File: config.mk
export PLATFORM = sky130hd
export DESIGN_NAME = sec_alarm_timer
export DESIGN_NICKNAME = d
export VERILOG_FILES = /design/src/rtl/sat_pkg.sv /design/src/rtl/sat_divider.sv /design/src/rtl/sat_counter.sv /design/src/rtl/sat_status.sv /design/src/rtl/sec_alarm_timer.sv
export SDC_FILE = /design/constraint.sdc
export NUM_CORES = 1
export LEC_CHECK = 0
export BUFFER_PORTS_ARGS = -buffer_cell sky130_fd_sc_hd__buf_4
export CORE_MARGIN = 4
export CORE_UTILIZATION = 30
export CTS_CLUSTER_SIZE = 8
export DETAILED_ROUTE_END_ITERATION = 8
export GPL_TIMING_DRIVEN = 0
export PLACE_DENSITY_LB_ADDON = 0.08
export SETUP_SLACK_MARGIN = 0.4
export SYNTH_ARGS = -nofsm -noshare
export SYNTH_HDL_FRONTEND = slang
export SYNTH_SLANG_ARGS = --single-unit
File: constraint.sdc
create_clock -name clk -period 4.6 [get_ports clk]
set_clock_uncertainty 0.2 [all_clocks]
set_input_delay 0 -clock clk [delete_from_list [all_inputs] [get_ports clk]]
set_output_delay 0 -clock clk [all_outputs]
set_load 0.02 [all_outputs]
File: src/rtl/sat_pkg.sv
package sat_pkg;
    localparam int ADDR_W  = 4;
    localparam int DATA_W  = 32;
    localparam int CNT_W   = 32;
    localparam int PRE_W   = 16;
    localparam int NFLAG   = 2;

    localparam logic [ADDR_W-1:0] OFS_CTRL   = 4'h0;
    localparam logic [ADDR_W-1:0] OFS_CMP    = 4'h4;
    localparam logic [ADDR_W-1:0] OFS_COUNT  = 4'h8;
    localparam logic [ADDR_W-1:0] OFS_STATUS = 4'hC;

    // enable bits sit 16 above the matching status bit
    localparam int EN_BASE     = 16;
    localparam int RESTART_BIT = 18;

    localparam int FLG_ALARM = 0;
    localparam int FLG_STEP  = 1;

    localparam logic [PRE_W-1:0] PRE_RESET = 16'h8000;
endpackage

File: src/rtl/sat_divider.sv
module sat_divider #(
    parameter int PRE_W = 16,
    parameter logic [PRE_W-1:0] PRE_INIT = '0
) (
    input  logic             clk,
    input  logic             rst_n,
    input  logic             slow_en,
    input  logic             restart,
    input  logic [PRE_W-1:0] ratio_in,
    output logic             step
);
    logic [PRE_W-1:0] ratio_q;
    logic [PRE_W-1:0] phase_q;
    logic [PRE_W-1:0] last_phase;

    // zero divisor means the full 2**PRE_W pulses
    assign last_phase = (ratio_q == '0) ? '1 : ratio_q - PRE_W'(1);
    assign step       = slow_en && !restart && (phase_q == last_phase);

    always_ff @(posedge clk or negedge rst_n) begin
        if (!rst_n) begin
            ratio_q <= PRE_INIT;
            phase_q <= '0;
        end else if (restart) begin
            ratio_q <= ratio_in;
            phase_q <= '0;
        end else if (slow_en) begin
            phase_q <= (phase_q == last_phase) ? '0 : phase_q + PRE_W'(1);
        end
    end
endmodule

File: src/rtl/sat_counter.sv
module sat_counter #(
    parameter int CNT_W = 32
) (
    input  logic             clk,
    input  logic             rst_n,
    input  logic             restart,
    input  logic             step,
    input  logic [CNT_W-1:0] cmp_value,
    output logic [CNT_W-1:0] count,
    output logic             alarm_hit
);
    logic [CNT_W-1:0] count_q;
    logic [CNT_W-1:0] count_nxt;

    assign count_nxt = count_q + CNT_W'(1);
    assign alarm_hit = step && (count_nxt == cmp_value);
    assign count     = count_q;

    always_ff @(posedge clk or negedge rst_n) begin
        if (!rst_n)       count_q <= '0;
        else if (restart) count_q <= '0;
        else if (step)    count_q <= count_nxt;
    end
endmodule

File: src/rtl/sat_status.sv
module sat_status #(
    parameter int NFLAG = 2
) (
    input  logic             clk,
    input  logic             rst_n,
    input  logic [NFLAG-1:0] set_ev,
    input  logic             clear,
    input  logic [NFLAG-1:0] enable,
    output logic [NFLAG-1:0] flags,
    output logic             irq
);
    logic [NFLAG-1:0] flag_q;
    logic [NFLAG-1:0] masked;

    for (genvar gi = 0; gi < NFLAG; gi++) begin : g_flag
        // a set in the clearing cycle wins
        always_ff @(posedge clk or negedge rst_n) begin
            if (!rst_n) flag_q[gi] <= 1'b0;
            else        flag_q[gi] <= (clear ? 1'b0 : flag_q[gi]) | set_ev[gi];
        end
        assign masked[gi] = flag_q[gi] & enable[gi];
    end

    assign flags = flag_q;
    assign irq   = |masked;
endmodule

File: src/rtl/sec_alarm_timer.sv
module sec_alarm_timer
    import sat_pkg::*;
(
    input  logic              clk,
    input  logic              rst_n,
    input  logic              slow_en,
    input  logic [ADDR_W-1:0] bus_addr,
    input  logic              bus_wr_en,
    input  logic [DATA_W-1:0] bus_wdata,
    input  logic              bus_rd_en,
    output logic [DATA_W-1:0] bus_rdata,
    output logic              irq
);
    logic [PRE_W-1:0] pre_q;
    logic [NFLAG-1:0] en_q;
    logic [CNT_W-1:0] cmp_q;
    logic [CNT_W-1:0] cnt;
    logic [NFLAG-1:0] flags;
    logic [NFLAG-1:0] events;
    logic             wr_ctrl, wr_cmp, rd_status, restart;
    logic             step, alarm_hit;
    logic [DATA_W-1:0] rd_mux;

    assign wr_ctrl   = bus_wr_en && (bus_addr == OFS_CTRL);
    assign wr_cmp    = bus_wr_en && (bus_addr == OFS_CMP);
    assign rd_status = bus_rd_en && (bus_addr == OFS_STATUS);
    assign restart   = wr_ctrl && bus_wdata[RESTART_BIT];

    always_ff @(posedge clk or negedge rst_n) begin
        if (!rst_n) begin
            pre_q <= PRE_RESET;
            en_q  <= '0;
            cmp_q <= '1;
        end else begin
            if (wr_ctrl) begin
                pre_q <= bus_wdata[PRE_W-1:0];
                en_q  <= bus_wdata[EN_BASE +: NFLAG];
            end
            if (wr_cmp) cmp_q <= bus_wdata[CNT_W-1:0];
        end
    end

    sat_divider #(.PRE_W(PRE_W), .PRE_INIT(PRE_RESET)) u_div (
        .clk      (clk),
        .rst_n    (rst_n),
        .slow_en  (slow_en),
        .restart  (restart),
        .ratio_in (bus_wdata[PRE_W-1:0]),
        .step     (step)
    );

    sat_counter #(.CNT_W(CNT_W)) u_cnt (
        .clk       (clk),
        .rst_n     (rst_n),
        .restart   (restart),
        .step      (step),
        .cmp_value (cmp_q),
        .count     (cnt),
        .alarm_hit (alarm_hit)
    );

    always_comb begin
        events            = '0;
        events[FLG_ALARM] = alarm_hit;
        events[FLG_STEP]  = step;
    end

    sat_status #(.NFLAG(NFLAG)) u_stat (
        .clk    (clk),
        .rst_n  (rst_n),
        .set_ev (events),
        .clear  (rd_status),
        .enable (en_q),
        .flags  (flags),
        .irq    (irq)
    );

    always_comb begin
        rd_mux = '0;
        unique case (bus_addr)
            OFS_CTRL: begin
                rd_mux[PRE_W-1:0]         = pre_q;
                rd_mux[EN_BASE +: NFLAG]  = en_q;
            end
            OFS_CMP:    rd_mux = cmp_q;
            OFS_COUNT:  rd_mux = cnt;
            OFS_STATUS: rd_mux[NFLAG-1:0] = flags;
            default:    rd_mux = '0;
        endcase
    end

    always_ff @(posedge clk or negedge rst_n) begin
        if (!rst_n)         bus_rdata <= '0;
        else if (bus_rd_en) bus_rdata <= rd_mux;
    end
endmodule

# [After elaboration in Yosys (flattened, before gate mapping)]
# Index checks and enable logic that the tools add are counted.
[word_totals] register_bits=148 in_bits=41 output_inout_bits=33 word_cells=45
[classes] n_addsub=3 eq_ne=5 mux=11 n_bitwise=4 reduce_logical=13
[op_table] op="16-bit two-way mux" count=4
[op_table] op="32-bit two-way mux" count=2
[op_table] op="16-bit case mux with 3 select lines" count=1
[op_table] op="32-bit by 1-bit adder with 32-bit output (second input constant)" count=1
[op_table] op="32-bit == test" count=1
[op_table] op="14-bit case mux with 2 select lines" count=1
[op_table] op="16-bit by 1-bit adder with 16-bit output (second input constant)" count=1
[op_table] op="16-bit == test" count=1
[op_table] op="16-bit logical NOT" count=1
[op_table] op="16-bit by 1-bit subtractor with 16-bit output (second input constant)" count=1
[op_table] op="4-bit == test (second input constant)" count=2
[op_table] op="2-bit case mux with 4 select lines" count=1
[op_table] op="1-bit logical AND" count=7
[op_table] op="4-bit by 3-bit == test with 1-bit output (second input constant)" count=1
[op_table] op="4-bit logical NOT" count=1
[op_table] op="2-bit nonzero test" count=2
[op_table] op="1-bit bitwise AND" count=2
[op_table] op="1-bit two-way mux" count=2
[op_table] op="1-bit bitwise OR" count=2
[op_table] op="2-bit OR reduction" count=1
[op_table] op="1-bit logical NOT" count=1

# [Depth between registers and ports, before layout]
[depth] depth_word=8 depth_mapped=14 mapped_depth_nobuf=10

# [By module]
# From an unflattened synthesis, not the netlist that was laid out.
[hier_totals] cells_unflattened=807 area_unflattened_um2=8379.3
[modules_own_cells] mod="sec_alarm_timer" n_inst=1 cells_each=264 area_each_um2=3557.2 seq_area_each_um2=2093.3
[modules_own_cells] mod="sat_counter" n_inst=1 cells_each=304 area_each_um2=2582.5 seq_area_each_um2=800.8
[modules_own_cells] mod="sat_divider" n_inst=1 cells_each=233 area_each_um2=2162.1 seq_area_each_um2=802.0
[modules_own_cells] mod="sat_status" n_inst=1 cells_each=6 area_each_um2=77.6 seq_area_each_um2=50.0

# [Worst setup path before layout]
# OpenSTA, ideal clock, no wires.
[synth_timing] kind="reg-to-reg" start="register u_div.ratio_q[0]" end="register u_cnt.count_q[1], in the netlist u_cnt.count[1]" setup_time_ns=0.132 t_arrival_ns=2.718 required_ns=4.268 setup_slack_ns=1.550 stages_incl_launch_ff=14 n_path_buf=4 synth_period_minus_slack_ns=3.050 cell_sequence="dfrtp_1 inv_1 ha_1 clkbuf_1 nor4b_1 nand4_1 o2111a_1 o21a_1 o2111ai_1 buf_2 buf_2 buf_4 mux2i_1 nor2_1"
[synth_between] elab_chain_cells=5 word_cells_on_any_way=6 cone_classes="add/sub: 1; eq/ne: 1; mux: 1; reduce/logical: 3"
[synth_rtl] item="start: declaration" line="sat_divider.sv:12" rtl="logic [PRE_W-1:0] ratio_q;"
[synth_rtl] item="start signal: assignment" line="sat_divider.sv:25" rtl="ratio_q <= ratio_in;"
[synth_rtl] item="16-bit by 1-bit subtractor with 16-bit output / 16-bit logical NOT (equally long branches)" line="sat_divider.sv:17" rtl="assign last_phase = (ratio_q == '0) ? '1 : ratio_q - PRE_W'(1);"
[synth_rtl] item="16-bit two-way mux *" line="sat_divider.sv:17"
[synth_rtl] item="16-bit == test *" line="sat_divider.sv:18" rtl="assign step = slow_en && !restart && (phase_q == last_phase);"
[synth_rtl] item="1-bit logical AND *" line="sat_divider.sv:18"
[synth_rtl] item="2-bit nonzero test (no line) *"
[synth_rtl] item="end signal: assignment" line="sat_counter.sv:22" rtl="else if (step) count_q <= count_nxt;"
[synth_rtl] item="end: declaration" line="sat_counter.sv:12" rtl="logic [CNT_W-1:0] count_q;"
# Mark *: on every way between the ends. The rest lies on a longest branch, timed or not.
# A chain may end at the register's enable or synchronous reset.

# [Worst setup path after layout]
[layout_timing] start="register u_div.ratio_q[0]" end="register u_div.phase_q[8]"
[layout_between] elab_chain_cells=6 word_cells_on_any_way=7 cone_classes="add/sub: 1; eq/ne: 1; mux: 4; reduce/logical: 1"
[layout_rtl] item="16-bit by 1-bit subtractor with 16-bit output / 16-bit logical NOT (equally long branches)" line="sat_divider.sv:17"
[layout_rtl] item="16-bit two-way mux *" line="sat_divider.sv:17"
[layout_rtl] item="16-bit == test *" line="sat_divider.sv:28" rtl="phase_q <= (phase_q == last_phase) ? '0 : phase_q + PRE_W'(1);"
[layout_rtl] item="16-bit two-way mux *" line="sat_divider.sv:28"
[layout_rtl] item="16-bit two-way mux *" line="sat_divider.sv:27" rtl="end else if (slow_en) begin"
[layout_rtl] item="16-bit two-way mux *" line="sat_divider.sv:24" rtl="end else if (restart) begin"
[layout_rtl] item="end signal: assignment" line="sat_divider.sv:28"
[layout_rtl] item="end: declaration" line="sat_divider.sv:13" rtl="logic [PRE_W-1:0] phase_q;"
# Mark *: on every way between the ends. The rest lies on a longest branch, timed or not. The select of a mux whose other input is x is not followed.

==> results.cfg <==
[outcome]
status = completed

[yosys]
avgSynthCellArea_sq_um = 9.00
postSynth.asyncResetShare_pct = 100
ys_ff_latch = 148
synth_edf_count = 0
ys_warn_count = 0
synth.area.top_cells = dfrtp_1 34%, dfstp_2 11%, nand2_1 6.2%
syn-cell-area_sq_um = 8310
yosys.area.top_type = dfrtp_1
syn_inst = 923
synth-seq-area-share_pct = 45.1
syn-num-nets = 967
synth_cell_type_count = 60
synth_top_area_share_pct = 34.3
synth-main-ff-cell = dfrtp_1

[worst_setup_path]
crit_path_max_fanout = 10
ff2ff_path_depth = 13
worstPathArrival_ns = 4.08
critPathKind = reg -> reg
crit_slowest_cell = dfrtp_1
cpMostUsedCell = buf_2
startpoint_type = register
crit_chain = inv_1, ha_1, clkbuf_2, nor4b_1, nand4_1, o2111a_1, o21a_1, o2111ai_1, buf_2, buf_2, nand2_1, buf_2, nor2_1
end_kind = register
cp_slowest_stage_delay_ns = 0.47
worstPathRequired_ns = 4.76

[layout]
layout_commonest_cell = nand2_1
drive_gt1_share_pct = 18.2
area.growth.synth_to_final_pct = 24.9
fin_area_sq_um = 10400
fillers = 2787
nets = 1103
instances_no_fill = 1444
diodes = 0
layout_common_cells = 137 x nand2_1, 114 x dfrtp_1, 71 x buf_4, 71 x a21oi_1, 70 x nor2_1

[global_routing]
grt_overflow = 0
antenna_found_initial = 0
grt_pass1_wl_microns = 42400
grt_pass1_vias = 7129
grt_max_degree = 110
grtUsageTotal_pct = 17.6

[clock_network]
clock_sinks = 148
clockBufferDepth = 2
htree_levels = 4
post_cts_buffers = 0
clk_latency_ns = 0.43
cts.clk_slew.worst_paths_ns = 0.07
cts_buffers = 17
cts_tree = done
cts_root_buf = clkbuf_16

[sta]
max_slew_margin_pct = 33.5
drv_slew = 0
fmax_ghz = 0.255
fin_crit_ns = 3.92
rsz0062_at_grt = false
post-route-period-util_pct = 85.2
setup_tns_ns = 0
finalSetupViolations = 0
worst_pin_slew_ns = 0.989
finalHoldViolations = 0

[drt]
post_drt_wl_per_cell_microns = 18.3
drt_wl_total_microns = 26400
via_count = 7207
drt-pass1-iter-count = 5
avgViaCountPerCell = 4.99
first_iter_violations = 454
drc_errors = 0
ant_nets = 0

[place]
gp_congestion = 0.831
hpwl_microns = 19300
dpl_cell_area_sq_um = 9330
io_buffers = 70
placed_cells = 1366

[power]
leakage_uw = 0.00437
total_power_uw = 3950
vdd_drop_max_mv = 0.234
power.density_nw_per_um2 = 381

[hold_path]
hp-class = in -> reg
hold_depth = 4

[run]
cap_violations = 0

[die]
die_w_microns = 174
die_area_sq_um = 30400
rows = 60
core_sq_um = 27100
die_y_microns = 174
pin_count = 74
start_util_pct = 30.7
==> metrics by stage <==
step | setup WS, ns | hold WS, ns | util (%)
after floorplan | 1.55 | -0.496 | -
after global placement | 0.500 | 0.0112 | 34.3
after detailed placement | 0.501 | -0.294 | 34.4
after CTS | 0.458 | 0.0210 | 38.3
after global routing | 0.407 | 0.0968 | 38.3
final | 0.682 | 0.0427 | 38.3
==> sequential cells by signal, summed over array words and instances, names as in the netlist <==
name,cells
u_cnt.count,32
cmp_q,32
bus_rdata,32
u_div.ratio_q,16
pre_q,16
u_stat.flags,2
u_div.phase_q,16
en_q,2
==> cells in the mapped netlist, types with 3 or more instances <==
cell	number
dfstp_2	34
ha_1	3
nor3_1	9
mux2i_1	19
xnor2_1	32
or3_1	34
clkbuf_1	48
nor4_1	12
mux2_2	32
o31ai_1	6
nand2_1	137
nand3_1	30
or4_1	5
o21ai_0	46
a21oi_1	71
inv_1	26
dfrtp_1	114
xor2_1	41
o2111ai_1	3
and3_1	11
o22ai_1	17
buf_2	5
or3b_2	3
and2_1	4
nand3b_1	4
a22oi_1	15
nand2b_1	4
o31a_1	4
nor2_1	70
and4_1	5
nand4_1	31
buf_1	7
or2_2	5
==> final cells by class <==
type | count | area (sq um) | share of cell area [%]
Multi-Input combinational cell | 686 | 4210 | 40.6
Clock buffer | 17 | 425 | 4.10
Inverter | 26 | 97.6 | 0.941
Timing Repair Buffer | 117 | 1030 | 9.94
Buffer | 63 | 253 | 2.44
Tap cell | 372 | 465 | 4.49
Clock inverter | 15 | 144 | 1.39
Sequential cell | 148 | 3750 | 36.1
==> worst max-delay path, delay by kind of cell (launching register included) <==
kind | cells | cell delay (ns)
compound gates | 3 | 0.81
fa+ha+maj | 1 | 0.14
buf+inv | 5 | 1.17
flops | 1 | 0.47
simple gates | 4 | 1.04
==> cell families (layout without fill, tap and decap cells) <==
group | after synthesis | count (layout) | synth area share, %
and+or+nand+nor | 379 | 379 | 22.8
AOI/OAI and AO/OA | 178 | 178 | 12.6
DFF | 148 | 148 | 45.1
buffers and inverters | 89 | 238 | 4.20
xor gates and xnor gates | 73 | 73 | 7.70
muxes | 53 | 53 | 7.17
adders and majority gates | 3 | 3 | 0.452
==> where the power goes <==
group          internal [uW]  switching [uW]  leakage [uW]
Combinational            391             426       0.00221
Sequential              1530             212       0.00188
Clock                    761             638      0.000279
==> repair_timing <==
item / 4_1_cts / 5_1_grt
resized for setup: 0 / 2
endpoints found under the hold margin: 200 / 0
hold buffers: 46 / 0
setup endpoints to repair: 0 / 24
==> worst paths after layout <==
path                                   from          endpoint  slack [ns]
setup / recovery           u_div.ratio_q[0]  u_div.phase_q[8]        0.68
hold / removal                    bus_rd_en      bus_rdata[0]        0.04
setup reg to reg           u_div.ratio_q[0]  u_div.phase_q[8]        0.68
hold reg to reg                    pre_q[3]          pre_q[3]        0.27
max in group asynchronous             rst_n         cmp_q[15]        3.09
min in group asynchronous             rst_n  u_div.phase_q[7]        0.51
==> per-layer routing <==
| metal | vias to the layer above | global-route usage (%) | part of all wire, % |
|---|---|---|---|
| li1 | 3521 | - | - |
| met1 | 3533 | 27.5 | 52 |
| met2 | 136 | 25.7 | 43 |
| met3 | 17 | 2.35 | 3.4 |
| met4 | 0 | 3.89 | 0.97 |
| met5 | - | 0 | 0 |
No activity file was read; power rests on OpenSTA's default activity.
